[config.mk]
export PLATFORM = sky130hd
export DESIGN_NAME = tbl_jump_unit
export DESIGN_NICKNAME = d
export VERILOG_FILES = /design/src/rtl/tbl_jump_unit.sv
export SDC_FILE = /design/constraint.sdc
export NUM_CORES = 1
export LEC_CHECK = 0
export BUFFER_PORTS_ARGS = -buffer_cell sky130_fd_sc_hd__buf_2
export CELL_PAD_IN_SITES_DETAIL_PLACEMENT = 1
export CELL_PAD_IN_SITES_GLOBAL_PLACEMENT = 1
export CORE_MARGIN = 2
export CORE_UTILIZATION = 34
export CTS_BUF_LIST = sky130_fd_sc_hd__clkbuf_4 sky130_fd_sc_hd__clkbuf_8
export DETAILED_ROUTE_END_ITERATION = 10
export PLACE_DENSITY = 0.89
export RECOVER_POWER = 25
export SLEW_MARGIN = 10
export SYNTH_ARGS = -nofsm -noshare
export SYNTH_HDL_FRONTEND = slang
export SYNTH_SLANG_ARGS = --single-unit
[constraint.sdc]
create_clock -name clk -period 1.8 [get_ports clk]
set_input_delay 0.18 -clock clk [delete_from_list [all_inputs] [get_ports clk]]
set_output_delay 0.18 -clock clk [all_outputs]
set_load 0.05 [all_outputs]
[src/rtl/tbl_jump_unit.sv]
module tbl_jump_unit #(
  parameter int XLEN = 32
) (
  input  logic            clk,
  input  logic            rst_n,
  input  logic            instr_valid,
  input  logic [15:0]     instr,
  input  logic [XLEN-1:0] instr_pc,
  input  logic [XLEN-1:0] tbl_base,
  output logic            mem_req,
  output logic [XLEN-1:0] mem_addr,
  input  logic            mem_rvalid,
  input  logic [XLEN-1:0] mem_rdata,
  output logic            busy,
  output logic            redir_valid,
  output logic [XLEN-1:0] redir_pc,
  output logic            link_we,
  output logic [4:0]      link_rd,
  output logic [XLEN-1:0] link_data,
  output logic            illegal
);
  localparam int ENT_SHIFT = $clog2(XLEN / 8);

  logic            busy_q, link_q, redir_q, lwe_q, ill_q;
  logic [XLEN-1:0] addr_q, ret_q, tgt_q;

  wire       is_tj   = (instr[15:13] == 3'b101) && (instr[1:0] == 2'b10) && (instr[12:10] == 3'b000);
  wire [7:0] idx     = instr[9:2];
  wire       is_link = (idx[7:5] != 3'b000);

  always_ff @(posedge clk or negedge rst_n) begin
    if (!rst_n) begin
      busy_q  <= 1'b0;
      link_q  <= 1'b0;
      redir_q <= 1'b0;
      lwe_q   <= 1'b0;
      ill_q   <= 1'b0;
      addr_q  <= '0;
      ret_q   <= '0;
      tgt_q   <= '0;
    end else begin
      redir_q <= 1'b0;
      lwe_q   <= 1'b0;
      ill_q   <= 1'b0;
      if (busy_q) begin
        if (mem_rvalid) begin
          busy_q  <= 1'b0;
          redir_q <= 1'b1;
          lwe_q   <= link_q;
          tgt_q   <= {mem_rdata[XLEN-1:1], 1'b0};
        end
      end else if (instr_valid) begin
        if (is_tj) begin
          busy_q <= 1'b1;
          link_q <= is_link;
          addr_q <= tbl_base + (XLEN'(idx) << ENT_SHIFT);
          ret_q  <= instr_pc + XLEN'(2);
        end else begin
          ill_q <= 1'b1;
        end
      end
    end
  end

  assign busy        = busy_q;
  assign mem_req     = busy_q;
  assign mem_addr    = addr_q;
  assign redir_valid = redir_q;
  assign redir_pc    = tgt_q;
  assign link_we     = lwe_q;
  assign link_rd     = lwe_q ? 5'd1 : 5'd0;
  assign link_data   = ret_q;
  assign illegal     = ill_q;
endmodule

Word-level counts from Yosys, hierarchy flattened
Cells that the tools add are included.
{"block": "totals", "register_bits": 100, "wordCells": 31}
{"block": "classes", "add_sub_neg": 2, "eq_ne": 2, "muxes": 12, "bitwise": 1, "n_reduce_logical": 6}
{"op": "32-bit by 10-bit adder with 32-bit output", "n": 1}
{"op": "32-bit by 2-bit adder with 32-bit output (second input constant)", "n": 1}
{"op": "1-bit two-way mux", "n": 12}
{"op": "3-bit equality test (second input constant)", "n": 1}
{"op": "3-bit zero test", "n": 1}
{"op": "3-bit AND reduction", "n": 1}
{"op": "3-bit nonzero test", "n": 1}
{"op": "2-bit equality test (second input constant)", "n": 1}
{"op": "1-bit logical AND", "n": 2}
{"op": "2-bit AND reduction", "n": 1}
{"op": "1-bit inverter", "n": 1}

Longest topological paths before layout
Gate-level depths: netlist (run 1).
{"block": "depth", "word_depth": 6, "mapped_depth": 9}

Worst setup path after synthesis (run 1)
No wires, ideal clock.
{"block": "synth_timing", "path_type": "input-to-reg", "start": "in instr[2]", "end": "reg addr_q[26] (netlist: mem_addr[26])", "setup_time_ps": 82, "arrival_ps": 2086, "required_time_ps": 1718, "slack_ps": -368, "path_stages": 9, "path_buffers": 1, "path_cell_list": "ha_1 > inv_1 > fa_1 > and2b_1 > o2111ai_2 > a31o_1 > buf_6 > or4_1 > a31oi_1"}
{"block": "synth_between", "elab_chain_len": 1}
{"element": "start, declared", "line": "7", "source": "input logic [15:0] instr,"}
{"element": "32-bit by 10-bit adder with 32-bit output", "line": "56", "source": "addr_q <= tbl_base + (XLEN'(idx) << ENT_SHIFT);"}
{"element": "end signal, assigned", "line": "56"}
{"element": "end, declared", "line": "25", "source": "logic [XLEN-1:0] addr_q, ret_q, tgt_q;"}
Every way passes these cells.
A chain may end at the register's enable or synchronous reset.

Worst setup path in the final report (run 1)
{"block": "layout_timing", "start": "in tbl_base[2]", "end": "reg addr_q[20] (netlist: mem_addr[20])"}
{"block": "layout_between", "elab_chain_len": 1}
{"element": "start, declared", "line": "9", "source": "input logic [XLEN-1:0] tbl_base,"}
{"element": "32-bit by 10-bit adder with 32-bit output", "line": "56"}
Every way passes these cells.

==> impl_metrics.env, run 1 <==
export IMPL_status="finished with violations"
export IMPL_violations="setup timing"
export IMPL_drt_antenna_violating_nets=0
export IMPL_fp_dieH_um=127.4
export IMPL_synth_ff_type="dfrtp_1"
export IMPL_cts_buffers_inserted=9
export IMPL_synth_cell_type_count=54
export IMPL_fin_cells=961
export IMPL_worstMarginPinSlew_ns=0.7091
export IMPL_row_count=45
export IMPL_clk_pin_slew_worst_paths_ns=0.10
export IMPL_cts_sinks=100
export IMPL_synthTopCellsByCount="dfrtp_1 (100), nand2_1 (95), o21ai_0 (52)"
export IMPL_period_share=1.002
export IMPL_cp_start_kind="primary input"
export IMPL_grt_pass1_vias=5093
export IMPL_pin_count=222
export IMPL_cp_required_ns=2.10
export IMPL_netlist_top_cells_area="dfrtp_1 (48%), nand2_1 (6.9%), mux2_2 (6.7%)"
export IMPL_tns_ns=-0.004231
export IMPL_nets=892
export IMPL_grt_max_degree=39
export IMPL_drive_above_1_share=0.4345
export IMPL_power_total_mw=5.502
export IMPL_critPathArrivalTime_ns=2.11
export IMPL_end_kind="flip-flop"
export IMPL_crit_end="mem_addr[20]$_DFFE_PN0P_"
export IMPL_h_tree_depth=3
export IMPL_async_flop_share=1.000
export IMPL_rr_startpoint="busy$_DFF_PN0_"
export IMPL_cts_buffer_depth=2
export IMPL_dieArea_um2=16230
export IMPL_skew_ns=0.01074
export IMPL_cp_max_fo=4
export IMPL_via_per_inst=5.060
export IMPL_routed_wl_um=16450
export IMPL_yosysSeqAreaShare=0.4832
export IMPL_port_buffers=215
export IMPL_antenna_found_initial=2
export IMPL_grtUsageTotal=0.1975
export IMPL_worstSetupPathType="primary input to flip-flop"
export IMPL_slew_headroom=0.5273
export IMPL_dp_cells=933
export IMPL_synthCells=512
export IMPL_synth_edf_count=0
export IMPL_area_delta_synth_final_pct=36.36
export IMPL_finalSetupViolations=1
export IMPL_die_w_um=127.4
export IMPL_grt_pass1_wl_um=25310
export IMPL_insertion_delay_ns=0.38
export IMPL_min_path_type="primary input to flip-flop"
export IMPL_post_route_min_period_ns=1.804
export IMPL_p_per_area_nw_per_um2=779.2
export IMPL_vdd_drop_max_v=0.0004195
export IMPL_cts_tree="built"
export IMPL_synth_most_common_cell="dfrtp_1"
export IMPL_finalHoldViolCount=0
export IMPL_reg2reg_setup_slack_ns=0.07
export IMPL_p_leak_nw=3.629
export IMPL_root_buffer="clkbuf_8"
export IMPL_grt_ovfl_total=0
export IMPL_fmax_mhz=554.3
export IMPL_final_max_slew_viol_count=0
export IMPL_fin_ws_ns=-0.004231
export IMPL_core_area_um2=15030
export IMPL_hpwl_um=12870
export IMPL_maxCapViolations=0
export IMPL_r2r_end="mem_addr[20]$_DFFE_PN0P_"
export IMPL_initial_core_util=0.3445
export IMPL_critPathLaunch="tbl_base[2]"
export IMPL_yosys_area_top_type_share=0.4832
export IMPL_syn_area_um2=5179
export IMPL_drc=0
export IMPL_reg2reg_depth=4
export IMPL_routabilityCongestion=0.8596
export IMPL_vias=4863
export IMPL_yosys_warnings=0
export IMPL_wl_per_cell_um=17.12
export IMPL_initialDrtViolationCount=142
export IMPL_synth_area_per_cell_um2=10.11
export IMPL_first_pass_iters=4
export IMPL_yosysTopAreaCell="dfrtp_1"
export IMPL_synth_seq_cells=100
## cell type report
type / count / area (um^2)
flip-flops and latches: 100 / 2504
clock inverters: 6 / 68.82
clock buffers: 10 / 137.6
inverters: 8 / 30.03
multi-input cells: 379 / 2557
fillers: 1756 / 7971
diodes: 2 / 5.005
repair buffers: 268 / 1524
well taps: 188 / 235.2
## placed cells by master (no fill, tap or decap), types with 7 or more instances in the layout
cell      count
buf_2       212
o211ai_1      7
ha_1          8
a31oi_1       7
nand3_1      16
dfrtp_1      99
clkbuf_8     10
nand4_1      13
buf_4        42
xnor2_1      16
nor2_1       18
and3_1       13
mux2_2       31
o21ai_0      52
nand2_1      95
xor2_1       26
inv_1         7
## logic make-up (layout without fill, tap and decap cells)
logic type | count (synthesis) | in the layout | share of synthesized area
mux | 32 | 32 | 0.06934
simple gates | 193 | 193 | 0.1906
buf+inv | 37 | 292 | 0.03769
other cells | 1 | 7 | 0.0007241
compound gates | 97 | 97 | 0.1218
flops | 100 | 100 | 0.4832
fa+ha+maj | 10 | 10 | 0.02561
xor+xnor | 42 | 42 | 0.07103
## stage by stage
step,area (um^2),hold WS [ns],utilization,setup slack (ns)
3_3_place_gp,6731,0.1392,0.4478,-0.3616
5_1_grt,7062,0.007020,0.4697,-0.06588
3_5_place_dp,6731,0.1383,0.4478,-0.4875
6_report,7062,0.02713,0.4697,-0.004231
2_1_floorplan,5213,-0.1156,-,-0.2257
4_1_cts,7003,0.001033,0.4658,0.001803
## state kept, by name, summed over array words and instances (netlist names)
register	count
redir_pc	31
link_we	1
link_data	32
link_q	1
mem_addr	32
busy	1
illegal	1
redir_valid	1
## worst min path at each step
stage / startpoint / end / slack (ns) / cells past startpoint
after CTS: mem_rdata[15] / redir_pc[15]$_DFFE_PN0P_ / 0.001 / 2
after global routing: mem_rdata[10] / redir_pc[10]$_DFFE_PN0P_ / 0.007 / 2
after global placement: rst_n / link_data[30]$_DFFE_PN0P_ / 0.14 / 1
final: mem_rdata[24] / redir_pc[24]$_DFFE_PN0P_ / 0.03 / 2
after detailed placement: rst_n / link_data[30]$_DFFE_PN0P_ / 0.14 / 1
after floorplan: rst_n / busy$_DFF_PN0_ / -0.12 / 0
## where the power goes
| group | total [mW] | switching, mW | internal [mW] | leakage [nW] |
|---|---|---|---|---|
| logic | 1.49 | 1.02 | 0.470 | 2.17 |
| clock network | 1.54 | 0.847 | 0.694 | 0.104 |
| registers | 2.47 | 0.0796 | 2.39 | 1.35 |
## routing by layer
metal	GRT usage	up-vias	share of wire
li1	-	2299	-
met1	0.2276	2353	0.40
met5	0	-	0
met3	0.03141	35	0.054
met2	0.3611	176	0.51
met4	0.08597	0	0.037
## timing repair
item                                   in CTS  in global routing
setup buffers                               2                  2
endpoints found under the hold margin      29                  0
pin swaps                                   5                  6
resized for setup                           0                 11
hold buffers                                5                  0
setup endpoints to repair                   1                  8
gates cloned                                0                  1
## worst max-delay path: stages
cell and delay (ns):
buf_6 0.07, ha_4 0.13, inv_2 0.04, fa_2 0.33, and2b_1 0.23, o2111ai_2 0.16
a31o_1 0.25, buf_4 0.15, buf_4 0.14, nor4_2 0.20, o31a_1 0.22
Note: power is estimated with default switching activity, not from simulation.
==> run 2, diff against run 1 <==
- CORE_MARGIN: 2 -> 5
==> run 2 against run 1 <==
Net effect: the run now ends clean; die area grew 9.6%; maximum frequency grew 4.9%; critical path type unchanged; core utilization shrank 0.81 points; critical endpoint is now mem_addr[26]$_DFFE_PN0P_; clock skew is essentially flat.
==> impl_metrics.env, run 2 (synthesis gave the netlist of run 1 again) <==
export IMPL_regArea_um2=2504
export IMPL_min_path_type="primary input to flip-flop"
export IMPL_vias=4922
export IMPL_row_count=45
export IMPL_final_cell_mix="buf_2 (214), dfrtp_1 (99), nand2_1 (95), o21ai_0 (52), buf_4 (42)"
export IMPL_post_route_min_period_ns=1.721
export IMPL_cp_start_kind="primary input"
export IMPL_pin_count=222
export IMPL_h_tree_depth=3
export IMPL_cp_required_ns=2.11
export IMPL_cts_tree="built"
export IMPL_drt_antenna_violating_nets=0
export IMPL_port_buffers=215
export IMPL_grt_pass1_vias=5362
export IMPL_p_leak_nw=3.606
export IMPL_critPathArrivalTime_ns=2.03
export IMPL_cts_buffers_inserted=9
export IMPL_final_max_slew_viol_count=0
export IMPL_multiInputGateArea_um2=2517
export IMPL_antenna_found_initial=0
export IMPL_via_per_inst=5.143
export IMPL_maxCapViolations=0
export IMPL_clk_pin_slew_worst_paths_ns=0.11
export IMPL_fp_dieH_um=133.4
export IMPL_routabilityCongestion=0.8297
export IMPL_area_delta_synth_final_pct=34.53
export IMPL_nets=890
export IMPL_grt_ovfl_total=0
export IMPL_root_buffer="clkbuf_8"
export IMPL_nFillCells=1816
export IMPL_rsz0062_at_grt="false"
export IMPL_routed_wl_um=17650
export IMPL_utilization=0.4617
export IMPL_cts_sinks=100
export IMPL_worstMarginPinSlew_ns=1.027
export IMPL_cp_max_fo=5
export IMPL_grt_max_degree=61
export IMPL_hpwl_um=14480
export IMPL_grt_pass1_wl_um=27700
export IMPL_dieArea_um2=17800
export IMPL_fmax_mhz=581.2
export IMPL_antenna_cells=0
export IMPL_die_w_um=133.4
export IMPL_vdd_drop_max_v=0.0002917
export IMPL_cts_buffer_depth=2
export IMPL_drc=0
export IMPL_finalHoldViolCount=0
export IMPL_first_pass_iters=4
export IMPL_skew_ns=0.01099
export IMPL_initialDrtViolationCount=147
export IMPL_slew_headroom=0.3150
export IMPL_grtUsageTotal=0.1954
export IMPL_end_kind="flip-flop"
export IMPL_wl_per_cell_um=18.44
export IMPL_period_share=0.9559
export IMPL_fin_cells=957
export IMPL_core_area_um2=15090
export IMPL_drive_above_1_share=0.4291
export IMPL_final_common_cell="buf_2"
export IMPL_worstSetupPathType="primary input to flip-flop"
export IMPL_insertion_delay_ns=0.37
export IMPL_p_per_area_nw_per_um2=766.5
export IMPL_status="completed"
export IMPL_initial_core_util=0.3432
export IMPL_dp_cells=937
export IMPL_finalSetupViolations=0
[run 2: area by class of cell]
class | count | share of cell area
timing repair buffer | 266 | 0.2153
clock buffer | 9 | 0.01778
sequential | 100 | 0.3594
inverter | 8 | 0.004310
tap | 188 | 0.03376
clock inverter | 7 | 0.008082
multi-input combinational | 379 | 0.3614
[run 2: power breakdown]
group	leakage [nW]	internal [mW]	switching (mW)
registers	1.35	2.39	0.0803
clock network	0.0963	0.526	0.870
logic	2.16	0.453	1.02
total	3.61	3.37	1.97
[run 2: final timing paths]
check,start,to,slack [ns],cells past startpoint
max in group asynchronous,rst_n,busy$_DFF_PN0_,0.35,3
min in group asynchronous,rst_n,link_data[8]$_DFFE_PN0P_,0.50,2
max,instr[2],mem_addr[26]$_DFFE_PN0P_,0.08,9
min reg2reg,mem_addr[6]$_DFFE_PN0P_,mem_addr[6]$_DFFE_PN0P_,0.49,2
min,mem_rdata[21],redir_pc[21]$_DFFE_PN0P_,0.02,2
max reg2reg,busy$_DFF_PN0_,mem_addr[20]$_DFFE_PN0P_,0.24,4
[run 2: worst max-delay path, stage by stage]
cell and delay, ns:
buf_2 0.11, ha_4 0.14, inv_2 0.04, fa_2 0.33
and2b_1 0.23, o2111ai_2 0.14, a31o_1 0.27, or4_1 0.41
a31oi_1 0.17
[run 2: through the flow]
step	power [mW]	TNS, ns	hold WS, ns	setup slack (ns)	instance area [um^2]
floorplan	3.412	-0.6545	-0.1156	-0.2257	5213
global placement	3.937	-4.071	0.1964	-0.3595	6761
detailed placement	3.997	-5.722	0.2009	-0.4002	6761
CTS	5.416	0	0.001694	0.003114	6972
global route	5.601	0	0.01315	0.003388	6967
finish	5.340	0	0.02303	0.07929	6967
[run 2: routing by layer]
| metal | track usage | part of all wire | vias up |
|---|---|---|---|
| li1 | - | - | 2290 |
| met1 | 0.2195 | 0.39 | 2410 |
| met2 | 0.3547 | 0.51 | 185 |
| met3 | 0.04192 | 0.058 | 37 |
| met4 | 0.08743 | 0.037 | 0 |
| met5 | 0 | 0 | - |
[run 2: repair_timing]
action                     4_1_cts  5_1_grt
hold buffers                     3        0
gates resized for setup          0        1
hold endpoints to repair        36        0
setup endpoints to repair        0        7
setup buffers                    0        1
==> run 3, diff against run 2 <==
- MAX_ROUTING_LAYER: unset -> met4
- clock period: 1.8 -> 1.6 ns (I/O delays scaled with it)
==> run 3 against run 2 <==
Net effect: the run now ends with setup timing left; die area unchanged; register-to-register slack got worse by 0.13 ns; power increased by 17%; largest power group unchanged; clock skew rose by 0.0055 ns; sequential cell count stayed put; wire length grew 5.4%; global-route usage rose by 2.0 points; first-iteration DRC count up 29%; final area grew 8.0%; critical path depth is the same; setup slack got worse by 0.20 ns.
==> impl_metrics.env, run 3 (synthesis gave the netlist of run 1 again) <==
export IMPL_fin_cells=1007
export IMPL_power_total_mw=6.249
export IMPL_top_layer_used="met4"
export IMPL_fp_dieH_um=133.4
export IMPL_antenna_found_initial=1
export IMPL_route_met2_wl_um=9688
export IMPL_finalHoldViolCount=0
export IMPL_dp_cells=960
export IMPL_p_leak_nw=3.867
export IMPL_clk_pin_slew_worst_paths_ns=0.11
export IMPL_row_count=45
export IMPL_dp_slack_ns=-0.5938
export IMPL_vdd_drop_max_v=0.0003788
export IMPL_status="finished with violations"
export IMPL_h_tree_depth=3
export IMPL_cp_slowest_cell="or4_1"
export IMPL_port_buffers=215
export IMPL_routed_wl_um=18610
export IMPL_insertion_delay_ns=0.39
export IMPL_fin_ws_ns=-0.1214
export IMPL_final_max_slew_viol_count=0
export IMPL_core_area_um2=15090
export IMPL_wl_met3_um=1041
export IMPL_cts_buffers_inserted=9
export IMPL_period_share=1.076
export IMPL_cp_required_ns=1.90
export IMPL_finalSetupViolations=3
export IMPL_holdWs_ns=0.03043
export IMPL_skew_ns=0.01653
export IMPL_reg2reg_depth=4
export IMPL_maxCapViolations=0
export IMPL_cts_sinks=100
export IMPL_slew_headroom=0.6154
export IMPL_drc=0
export IMPL_min_path_type="primary input to flip-flop"
export IMPL_drive_above_1_share=0.4462
export IMPL_critPathMaxStageDelay_ns=0.47
export IMPL_grtUsageTotal=0.2158
export IMPL_placed_area_um2=6974
export IMPL_hpwl_um=14520
export IMPL_dieArea_um2=17800
export IMPL_p_per_area_nw_per_um2=830.4
export IMPL_vias=5093
export IMPL_critPathArrivalTime_ns=2.02
export IMPL_post_route_min_period_ns=1.721
export IMPL_worstMarginPinSlew_ns=0.5769
export IMPL_stdcell_area_um2=7526
export IMPL_grt_pass1_vias=5632
export IMPL_routabilityCongestion=0.8433
export IMPL_rsz0062_at_grt="true"
export IMPL_final_cell_mix="buf_2 (212), dfrtp_1 (99), nand2_1 (95), buf_4 (66), o21ai_0 (49)"
export IMPL_nets=939
export IMPL_grt_max_degree=59
export IMPL_area_delta_synth_final_pct=45.32
export IMPL_initial_core_util=0.3432
export IMPL_violations="setup timing"
export IMPL_pin_count=222
export IMPL_crit_chain="buf_6 -> ha_4 -> inv_4 -> fa_2 -> and2b_1 -> o2111ai_2 -> a31o_1 -> or4_1 -> a31oi_1"
export IMPL_grt_ovfl_total=0
export IMPL_via_per_inst=5.058
export IMPL_wl_per_cell_um=18.48
export IMPL_wl_met1_um=7058
export IMPL_initialDrtViolationCount=189
export IMPL_worstHoldPathCells=2
export IMPL_cp_max_fo=5
export IMPL_cts_tree="built"
export IMPL_drt_antenna_violating_nets=0
export IMPL_grt_pass1_wl_um=29540
export IMPL_utilization=0.4988
export IMPL_final_common_cell="buf_2"
export IMPL_root_buffer="clkbuf_8"
export IMPL_die_w_um=133.4
export IMPL_first_pass_iters=4
export IMPL_tns_ns=-0.2805
export IMPL_cts_buffer_depth=2
export IMPL_cp_start_kind="primary input"
export IMPL_end_kind="flip-flop"
export IMPL_worstSetupPathType="primary input to flip-flop"
export IMPL_fmax_mhz=580.9
==> run 3: cell count changes in the layout (fill, tap and decap cells not counted), sizes merged <==
cell         change
buf             +27
diode            +1
dlygate4sd3     +23
inv              -1
==> run 3: final cells by class <==
| type | instances | area, um^2 |
|---|---|---|
| Sequential cell | 100 | 2504 |
| Inverter | 8 | 32.53 |
| Timing Repair Buffer | 315 | 1957 |
| Multi-Input combinational cell | 379 | 2592 |
| Antenna cell | 1 | 2.502 |
| Clock inverter | 6 | 65.06 |
| Clock buffer | 10 | 137.6 |
| Tap cell | 188 | 235.2 |
| Fill cell | 1779 | 7564 |
==> run 3: critical path: cells and delay by family <==
kind / cells / cell delay [ns]
AND/OR/NAND/NOR: 2 / 0.69
buffers and inverters: 2 / 0.10
AO/OA/AOI/OAI: 3 / 0.58
adder cells (fa/ha/maj): 2 / 0.48
==> run 3: per-layer routing <==
layer / vias to the layer above / GRT usage
met5: - / -
met4: 0 / 0.09714
met3: 55 / 0.04116
met2: 201 / 0.3801
met1: 2442 / 0.2367
li1: 2395 / -
==> run 3: path summary, 6_finish.rpt <==
path | startpoint | to | slack [ns]
min in group asynchronous | rst_n | link_data[19]$_DFFE_PN0P_ | 0.30
max in group asynchronous | rst_n | busy$_DFF_PN0_ | 0.34
hold reg to reg | mem_addr[29]$_DFFE_PN0P_ | mem_addr[29]$_DFFE_PN0P_ | 0.48
setup / recovery | instr[2] | mem_addr[26]$_DFFE_PN0P_ | -0.12
setup reg to reg | busy$_DFF_PN0_ | redir_pc[15]$_DFFE_PN0P_ | 0.11
hold / removal | mem_rdata[4] | redir_pc[4]$_DFFE_PN0P_ | 0.03
==> run 3: power by group <==
part	switching [mW]	internal, mW
Combinational	1.19	0.605
Sequential	0.0958	2.69
Clock	1.02	0.656
Total	2.30	3.95
==> run 3: timing repair <==
item	CTS	global route
setup buffers	2	2
hold endpoints to repair	42	2
endpoints found under the setup margin	13	30
gates resized for setup	3	13
pin swaps	1	9
hold buffers	24	2
